`config.mk`:
```
export PLATFORM = sky130hd
export DESIGN_NAME = iobuf_pair
export DESIGN_NICKNAME = d
export VERILOG_FILES = /design/src/rtl/iobuf_pkg.sv /design/src/rtl/iobuf_flag.sv /design/src/rtl/iobuf_chan.sv /design/src/rtl/iobuf_pair.sv
export SDC_FILE = /design/constraint.sdc
export NUM_CORES = 1
export LEC_CHECK = 0
export BUFFER_PORTS_ARGS = -buffer_cell sky130_fd_sc_hd__buf_2
export CORE_MARGIN = 5
export CORE_UTILIZATION = 45
export DETAILED_ROUTE_END_ITERATION = 8
export MAX_ROUTING_LAYER = met4
export PLACE_DENSITY = 0.91
export SYNTH_ARGS = -nofsm -noshare
export SYNTH_HDL_FRONTEND = slang
export SYNTH_SLANG_ARGS = --single-unit
```
`constraint.sdc`:
```
create_clock -name clk -period 1.9 [get_ports clk]
set_input_delay 0.19 -clock clk [delete_from_list [all_inputs] [get_ports clk]]
set_output_delay 0.19 -clock clk [all_outputs]
set_load 0.01 [all_outputs]
```
`src/rtl/iobuf_pkg.sv`:
```
package iobuf_pkg;
  localparam int ID_W = 3;

  typedef struct packed {
    logic            stop;
    logic            dir_in;
    logic [ID_W-1:0] id;
  } sel_code_t;

  localparam int CODE_W = $bits(sel_code_t);

  function automatic sel_code_t decode_code(input logic [CODE_W-1:0] raw);
    return sel_code_t'(raw);
  endfunction
endpackage

```
`src/rtl/iobuf_flag.sv`:
```
module iobuf_flag (
  input  logic clk,
  input  logic rst_n,
  input  logic set,
  input  logic clr,
  output logic q
);
  always_ff @(posedge clk) begin
    if (!rst_n)   q <= 1'b0;
    else if (clr) q <= 1'b0;
    else if (set) q <= 1'b1;
  end
endmodule

```
`src/rtl/iobuf_chan.sv`:
```
module iobuf_chan
  import iobuf_pkg::*;
#(
  parameter int W = 16
) (
  input  logic            clk,
  input  logic            rst_n,
  input  logic            cpu_wr,
  input  logic            cpu_code,
  input  logic [W-1:0]    cpu_wdata,
  input  logic            cpu_rd,
  output logic [W-1:0]    cpu_rdata,
  output logic            cpu_stall,
  input  logic            dev_stb,
  input  logic [W-1:0]    dev_wdata,
  output logic [W-1:0]    dev_rdata,
  output logic            dev_take,
  output logic            dev_start,
  output logic [ID_W-1:0] dev_id,
  output logic            dev_active,
  output logic            dev_dir_in,
  output logic            buf_full,
  input  logic            alarm_clr,
  output logic            alarm_empty,
  output logic            alarm_ovr
);
  logic            full_q, active_q, dir_q, start_q;
  logic [ID_W-1:0] id_q;
  logic [W-1:0]    data_q;
  sel_code_t       code_w;

  assign code_w = decode_code(cpu_wdata[CODE_W-1:0]);

  // named internal events
  logic out_mode, in_mode;
  logic ev_code, ev_deposit, ev_take, ev_underrun, ev_load, ev_overrun, ev_read;
  assign out_mode    = active_q & ~dir_q;
  assign in_mode     = active_q & dir_q;
  assign ev_code     = cpu_wr & cpu_code;
  assign ev_deposit  = out_mode & cpu_wr & ~cpu_code & ~full_q;
  assign ev_take     = out_mode & dev_stb & full_q;
  assign ev_underrun = out_mode & dev_stb & ~full_q;
  assign ev_load     = in_mode & dev_stb & ~full_q;
  assign ev_overrun  = in_mode & dev_stb & full_q;
  assign ev_read     = in_mode & cpu_rd & full_q;

  always_ff @(posedge clk) begin
    if (!rst_n) begin
      full_q   <= 1'b0;
      active_q <= 1'b0;
      dir_q    <= 1'b0;
      start_q  <= 1'b0;
      id_q     <= '0;
      data_q   <= '0;
    end else if (ev_code) begin
      full_q   <= 1'b0;
      active_q <= ~code_w.stop;
      dir_q    <= code_w.dir_in;
      id_q     <= code_w.id;
      start_q  <= ~code_w.stop;
    end else begin
      start_q <= 1'b0;
      if (ev_deposit) begin
        data_q <= cpu_wdata;
        full_q <= 1'b1;
      end else if (ev_load) begin
        data_q <= dev_wdata;
        full_q <= 1'b1;
      end else if (ev_take || ev_read) begin
        full_q <= 1'b0;
      end
    end
  end

  iobuf_flag u_alm_empty (.clk(clk), .rst_n(rst_n), .set(ev_underrun),
                          .clr(alarm_clr), .q(alarm_empty));
  iobuf_flag u_alm_ovr   (.clk(clk), .rst_n(rst_n), .set(ev_overrun),
                          .clr(alarm_clr), .q(alarm_ovr));

  assign cpu_stall  = (out_mode & cpu_wr & ~cpu_code & full_q) |
                      (in_mode & cpu_rd & ~full_q);
  assign cpu_rdata  = data_q;
  assign dev_rdata  = data_q;
  assign dev_take   = ev_take;
  assign dev_start  = start_q;
  assign dev_id     = id_q;
  assign dev_active = active_q;
  assign dev_dir_in = dir_q;
  assign buf_full   = full_q;
endmodule

```
`src/rtl/iobuf_pair.sv`:
```
module iobuf_pair
  import iobuf_pkg::*;
#(
  parameter int NCH = 2,
  parameter int W   = 16
) (
  input  logic               clk,
  input  logic               rst_n,
  input  logic [NCH-1:0]     cpu_wr,
  input  logic [NCH-1:0]     cpu_code,
  input  logic [NCH*W-1:0]   cpu_wdata,
  input  logic [NCH-1:0]     cpu_rd,
  output logic [NCH*W-1:0]   cpu_rdata,
  output logic [NCH-1:0]     cpu_stall,
  input  logic [NCH-1:0]     dev_stb,
  input  logic [NCH*W-1:0]   dev_wdata,
  output logic [NCH*W-1:0]   dev_rdata,
  output logic [NCH-1:0]     dev_take,
  output logic [NCH-1:0]     dev_start,
  output logic [NCH*ID_W-1:0] dev_id,
  output logic [NCH-1:0]     dev_active,
  output logic [NCH-1:0]     dev_dir_in,
  output logic [NCH-1:0]     buf_full,
  input  logic [NCH-1:0]     alarm_clr,
  output logic [NCH-1:0]     alarm_empty,
  output logic [NCH-1:0]     alarm_ovr
);
  for (genvar g = 0; g < NCH; g++) begin : g_ch
    iobuf_chan #(.W(W)) u_chan (
      .clk        (clk),
      .rst_n      (rst_n),
      .cpu_wr     (cpu_wr[g]),
      .cpu_code   (cpu_code[g]),
      .cpu_wdata  (cpu_wdata[g*W +: W]),
      .cpu_rd     (cpu_rd[g]),
      .cpu_rdata  (cpu_rdata[g*W +: W]),
      .cpu_stall  (cpu_stall[g]),
      .dev_stb    (dev_stb[g]),
      .dev_wdata  (dev_wdata[g*W +: W]),
      .dev_rdata  (dev_rdata[g*W +: W]),
      .dev_take   (dev_take[g]),
      .dev_start  (dev_start[g]),
      .dev_id     (dev_id[g*ID_W +: ID_W]),
      .dev_active (dev_active[g]),
      .dev_dir_in (dev_dir_in[g]),
      .buf_full   (buf_full[g]),
      .alarm_clr  (alarm_clr[g]),
      .alarm_empty(alarm_empty[g]),
      .alarm_ovr  (alarm_ovr[g])
    );
  end
endmodule

```
==> run summary <==
Setup repair after global routing left no endpoint under its margin. The first detailed-routing pass ran for 4 iterations. The most used flip-flop cell after synthesis is dfxtp_1. For the worst-skew pair, the clock arrives at the later sink with an insertion delay of 290 ps. The logs give 513 for the final-stage net count and 0.00835 sq mm for the die outline area.

The synthesized design contains 0 enable-type register cells. The worst register-to-register path begins at g_ch[0].u_chan.dev_dir_in$_SDFFE_PN0P_. The worst register-to-register path ends at g_ch[0].u_chan.cpu_rdata[11]$_SDFFE_PN0P_.

For the pin count of the biggest net entering global routing, the log shows 47. The slew at the pin with the worst max-slew slack was 629 ps. For the DRC violation total after the first TritonRoute iteration, the log shows 172. For the max-slew violation count, the log shows 0. The post-synthesis instance area is 0.00298 sq mm, and the count of cells along the worst hold path is 2. When the netlist entered floorplanning its net count stood at 416. Data on the critical path arrives at its endpoint at 1940 ps. For the slack of the worst reg-to-reg path, the log shows 160 ps. The hold violation count in the final report came out at 0. The worst setup path is launched from a register. The routability-driven placement congestion ratio is 0.827, and the share of cells above drive strength 1 is 0.471. The count of buffers added by post-CTS timing repair for setup came out at 0. The mean post-synth cell area is 8.77 sq um, and the maximum clock skew at final layout is 2.86 ps. For this run, design rule violations remaining after detail routing come to 0. The run gives 0.336 as the fraction of the yosys area taken by sequential cells. The tools report the maximum root-to-sink buffer count as 2.

TritonCTS built the clock tree. By startpoint and endpoint, the worst setup path is classified as register to register. The run gives 0.581 as the remaining max-slew budget at the tightest pin.

The worst hold path terminates at g_ch[0].u_chan.dev_start$_SDFF_PN0_. The run gives 0 as the total global routing overflow. The wire length of the first global-routing pass is 14.0 mm. The number of antenna violations at the first check in global routing is 0. The number of cells produced by synthesis is 340. The flow ran to the end, and the final reports show no timing, DRC or antenna violations.

In the final timing run, aggregate negative setup slack is 0 ps. Sorting the synthesized cells by area gives the leading types as dfxtp_1, buf_4, a311oi_2. The maximum frequency from static timing analysis was 0.574 GHz; the vertical die dimension was 91.4 um. The ratio of final minimum period to clock period works out to 0.917.

The class of the most critical hold timing path is input port to register. The detailed placement HPWL was 6.51 mm. The share of async-settable or async-resettable flops after synthesis came out at 0. CTS placed an instance of clkbuf_8 at the clock tree root. After the flow finishes, the layout carries non-filler instances totaling 514. The effective utilization at floorplan is 0.467, and the routed via count is 2,975. The smallest clock period supported by the final layout is computed as 1740 ps.

Measured along the x axis, the die boundary spans 91.4 um. For the worst flop-to-flop path, the logic depth is 3. Along the worst path, the maximum fanout reaches 17. In this run the remaining antenna-violating nets after routing total 0. In this run the core area contains 29 standard-cell rows.

Setup violations remaining at the end of the flow were counted as 0. The clock slew at the register clock pins of the worst setup and hold paths is 90 ps, and the area added between synthesis and finish is 18.2%. In this run the power density over the cells is 627 mW/mm^2. STA classifies the critical path endpoint as a register. Data on the critical path is required at its endpoint by 2100 ps.

During I/O placement, the number of pins put on the boundary was 162. The fill cell instance count of the final layout came out at 607. The logs give 5 for the number of buffers created by CTS and 0.000333 V for the maximum resistive drop on vdd.

The leading area contributor after synthesis was dfxtp_1. Counting flops and latches in the post-synthesis netlist gives 50. The tools report the via count of the first global-routing pass as 2,928. The number of vias per cell was 5.79. In this run the number of H-tree levels came out at 2. The analysis attributes to cell leakage a power of 1.52 nW. The number of different library cells used by synthesis comes to 34.

After detailed placement, the design holds a cell count of 507. The tools report the max-capacitance violation count as 0. The final layout contains routed wiring with a total length of 8.79 mm. The proportion of netlist area held by the largest area contributor works out to 0.336. The total track usage came out at 0.201. The area of the core was 0.00639 sq mm; the post-detailed-route wirelength per cell was 17.1 um. The tree built by TritonCTS fans out to 50 sinks. In this run the most critical hold path is launched from cpu_wdata[4]. The count of buffers added on input and output ports is 161. The Yosys step of the flow raised 0 warnings.

The tools report the number of buffers inserted for hold repair after clock tree synthesis as 0. 0 antenna diodes ended up in the layout.
==> synth_stat cells, types with 2 or more instances <==
| cell | count |
|---|---|
| a211oi_1 | 4 |
| a21oi_1 | 10 |
| a311oi_1 | 12 |
| a311oi_2 | 20 |
| a31oi_1 | 34 |
| a41oi_1 | 2 |
| and2_1 | 4 |
| buf_2 | 9 |
| buf_4 | 48 |
| buf_6 | 3 |
| clkbuf_1 | 19 |
| dfxtp_1 | 50 |
| inv_1 | 3 |
| mux2_4 | 2 |
| mux2i_1 | 2 |
| nand2_1 | 19 |
| nand2b_1 | 3 |
| nand3_1 | 18 |
| nand3b_1 | 18 |
| nand4bb_1 | 2 |
| nor2_1 | 9 |
| nor2b_1 | 2 |
| nor3_1 | 2 |
| o21ai_0 | 18 |
| o21ai_1 | 18 |
==> cell usage in the layout, fill, tap and decap left out, types with 5 or more instances in the layout <==
| cell | instances |
|---|---|
| buf_2 | 161 |
| dfxtp_1 | 50 |
| a31oi_1 | 34 |
| a311oi_2 | 20 |
| nand2_1 | 19 |
| nand3_1 | 18 |
| nand3b_1 | 18 |
| o21ai_1 | 18 |
| o21ai_0 | 18 |
| a311oi_1 | 12 |
| a21oi_1 | 10 |
| nor2_1 | 9 |
| buf_4 | 9 |
| clkbuf_8 | 5 |
==> how the worst max path moves through the flow <==
| stage | startpoint | endpoint | slack (ps) | cells past startpoint |
|---|---|---|---|---|
| 2_1_floorplan | g_ch[0].u_chan.dev_dir_in$_SDFFE_PN0P_ | g_ch[0].u_chan.cpu_rdata[10]$_SDFFE_PN0P_ | 410 | 6 |
| 3_3_place_gp | g_ch[1].u_chan.dev_dir_in$_SDFFE_PN0P_ | g_ch[1].u_chan.cpu_rdata[7]$_SDFFE_PN0P_ | 250 | 3 |
| 3_5_place_dp | g_ch[1].u_chan.dev_dir_in$_SDFFE_PN0P_ | g_ch[1].u_chan.cpu_rdata[6]$_SDFFE_PN0P_ | 130 | 3 |
| 4_1_cts | g_ch[1].u_chan.dev_dir_in$_SDFFE_PN0P_ | g_ch[1].u_chan.cpu_rdata[6]$_SDFFE_PN0P_ | 100 | 3 |
| 5_1_grt | g_ch[0].u_chan.dev_dir_in$_SDFFE_PN0P_ | g_ch[0].u_chan.cpu_rdata[11]$_SDFFE_PN0P_ | 70 | 3 |
| 6_report | g_ch[0].u_chan.dev_dir_in$_SDFFE_PN0P_ | g_ch[0].u_chan.cpu_rdata[11]$_SDFFE_PN0P_ | 160 | 3 |
==> repair_timing <==
action | CTS | global route
endpoints found under the hold margin | 0 | 0
endpoints found under the setup margin | 0 | 9
resized for setup | 0 | 2
==> worst max-delay path, cell delays in order, from the launching register on <==
cell and delay, ps:
dfxtp_1 600, mux2_4 440, and3_4 300, a311oi_1 300
==> stage by stage <==
step           utilization  area [sq um]  setup slack, ps  total power [mW]  hold slack [ps]
4_1_cts              0.551          3520              102              2.22             85.1
3_5_place_dp         0.538          3440              126              1.64              402
5_1_grt              0.552          3520             67.3              2.32             88.9
3_3_place_gp         0.538          3440              248              1.62              407
2_1_floorplan            -          2980              414              1.48              269
6_report             0.552          3520              157              2.21             95.6
==> area by class of cell <==
cell class / count / area, sq um / area share
sequential: 50 / 1000 / 0.284
clock buffer: 5 / 68.8 / 0.0195
multi-input combinational: 205 / 1440 / 0.408
timing repair buffer: 171 / 893 / 0.254
clock inverter: 2 / 10.0 / 0.00284
inverter: 4 / 15.0 / 0.00426
tap: 77 / 96.3 / 0.0273
==> flip-flops by register name, indices dropped and copies added, names as in the netlist <==
name / flops
g_ch.u_chan.buf_full: 2
g_ch.u_chan.u_alm_empty.q: 2
g_ch.u_chan.dev_id: 6
g_ch.u_chan.dev_active: 2
g_ch.u_chan.cpu_rdata: 32
g_ch.u_chan.u_alm_ovr.q: 2
g_ch.u_chan.dev_start: 2
g_ch.u_chan.dev_dir_in: 2
==> power by group <==
group          internal, mW  switching (mW)  total, mW
registers              1.09          0.0385       1.13
clock network         0.248           0.340      0.588
logic                 0.208           0.282      0.491
total                  1.55           0.660       2.21
==> routing by layer <==
metal | global-route usage | wire length [um] | share of wire | vias up
met5 | - | 0 | 0 | -
met1 | 0.246 | 3490 | 0.40 | 1400
met3 | 0.0372 | 588 | 0.067 | 22
met4 | 0.0672 | 177 | 0.020 | 0
li1 | - | - | - | 1414
met2 | 0.330 | 4540 | 0.52 | 139
==> logic make-up after synthesis <==
group	Yosys count	share of synthesized area
buffers and inverters	85	0.184
flip-flops	50	0.336
multiplexers	4	0.0168
AND/OR/NAND/NOR	83	0.162
AO/OA/AOI/OAI	118	0.301
No activity file was read; power rests on OpenSTA's default activity.
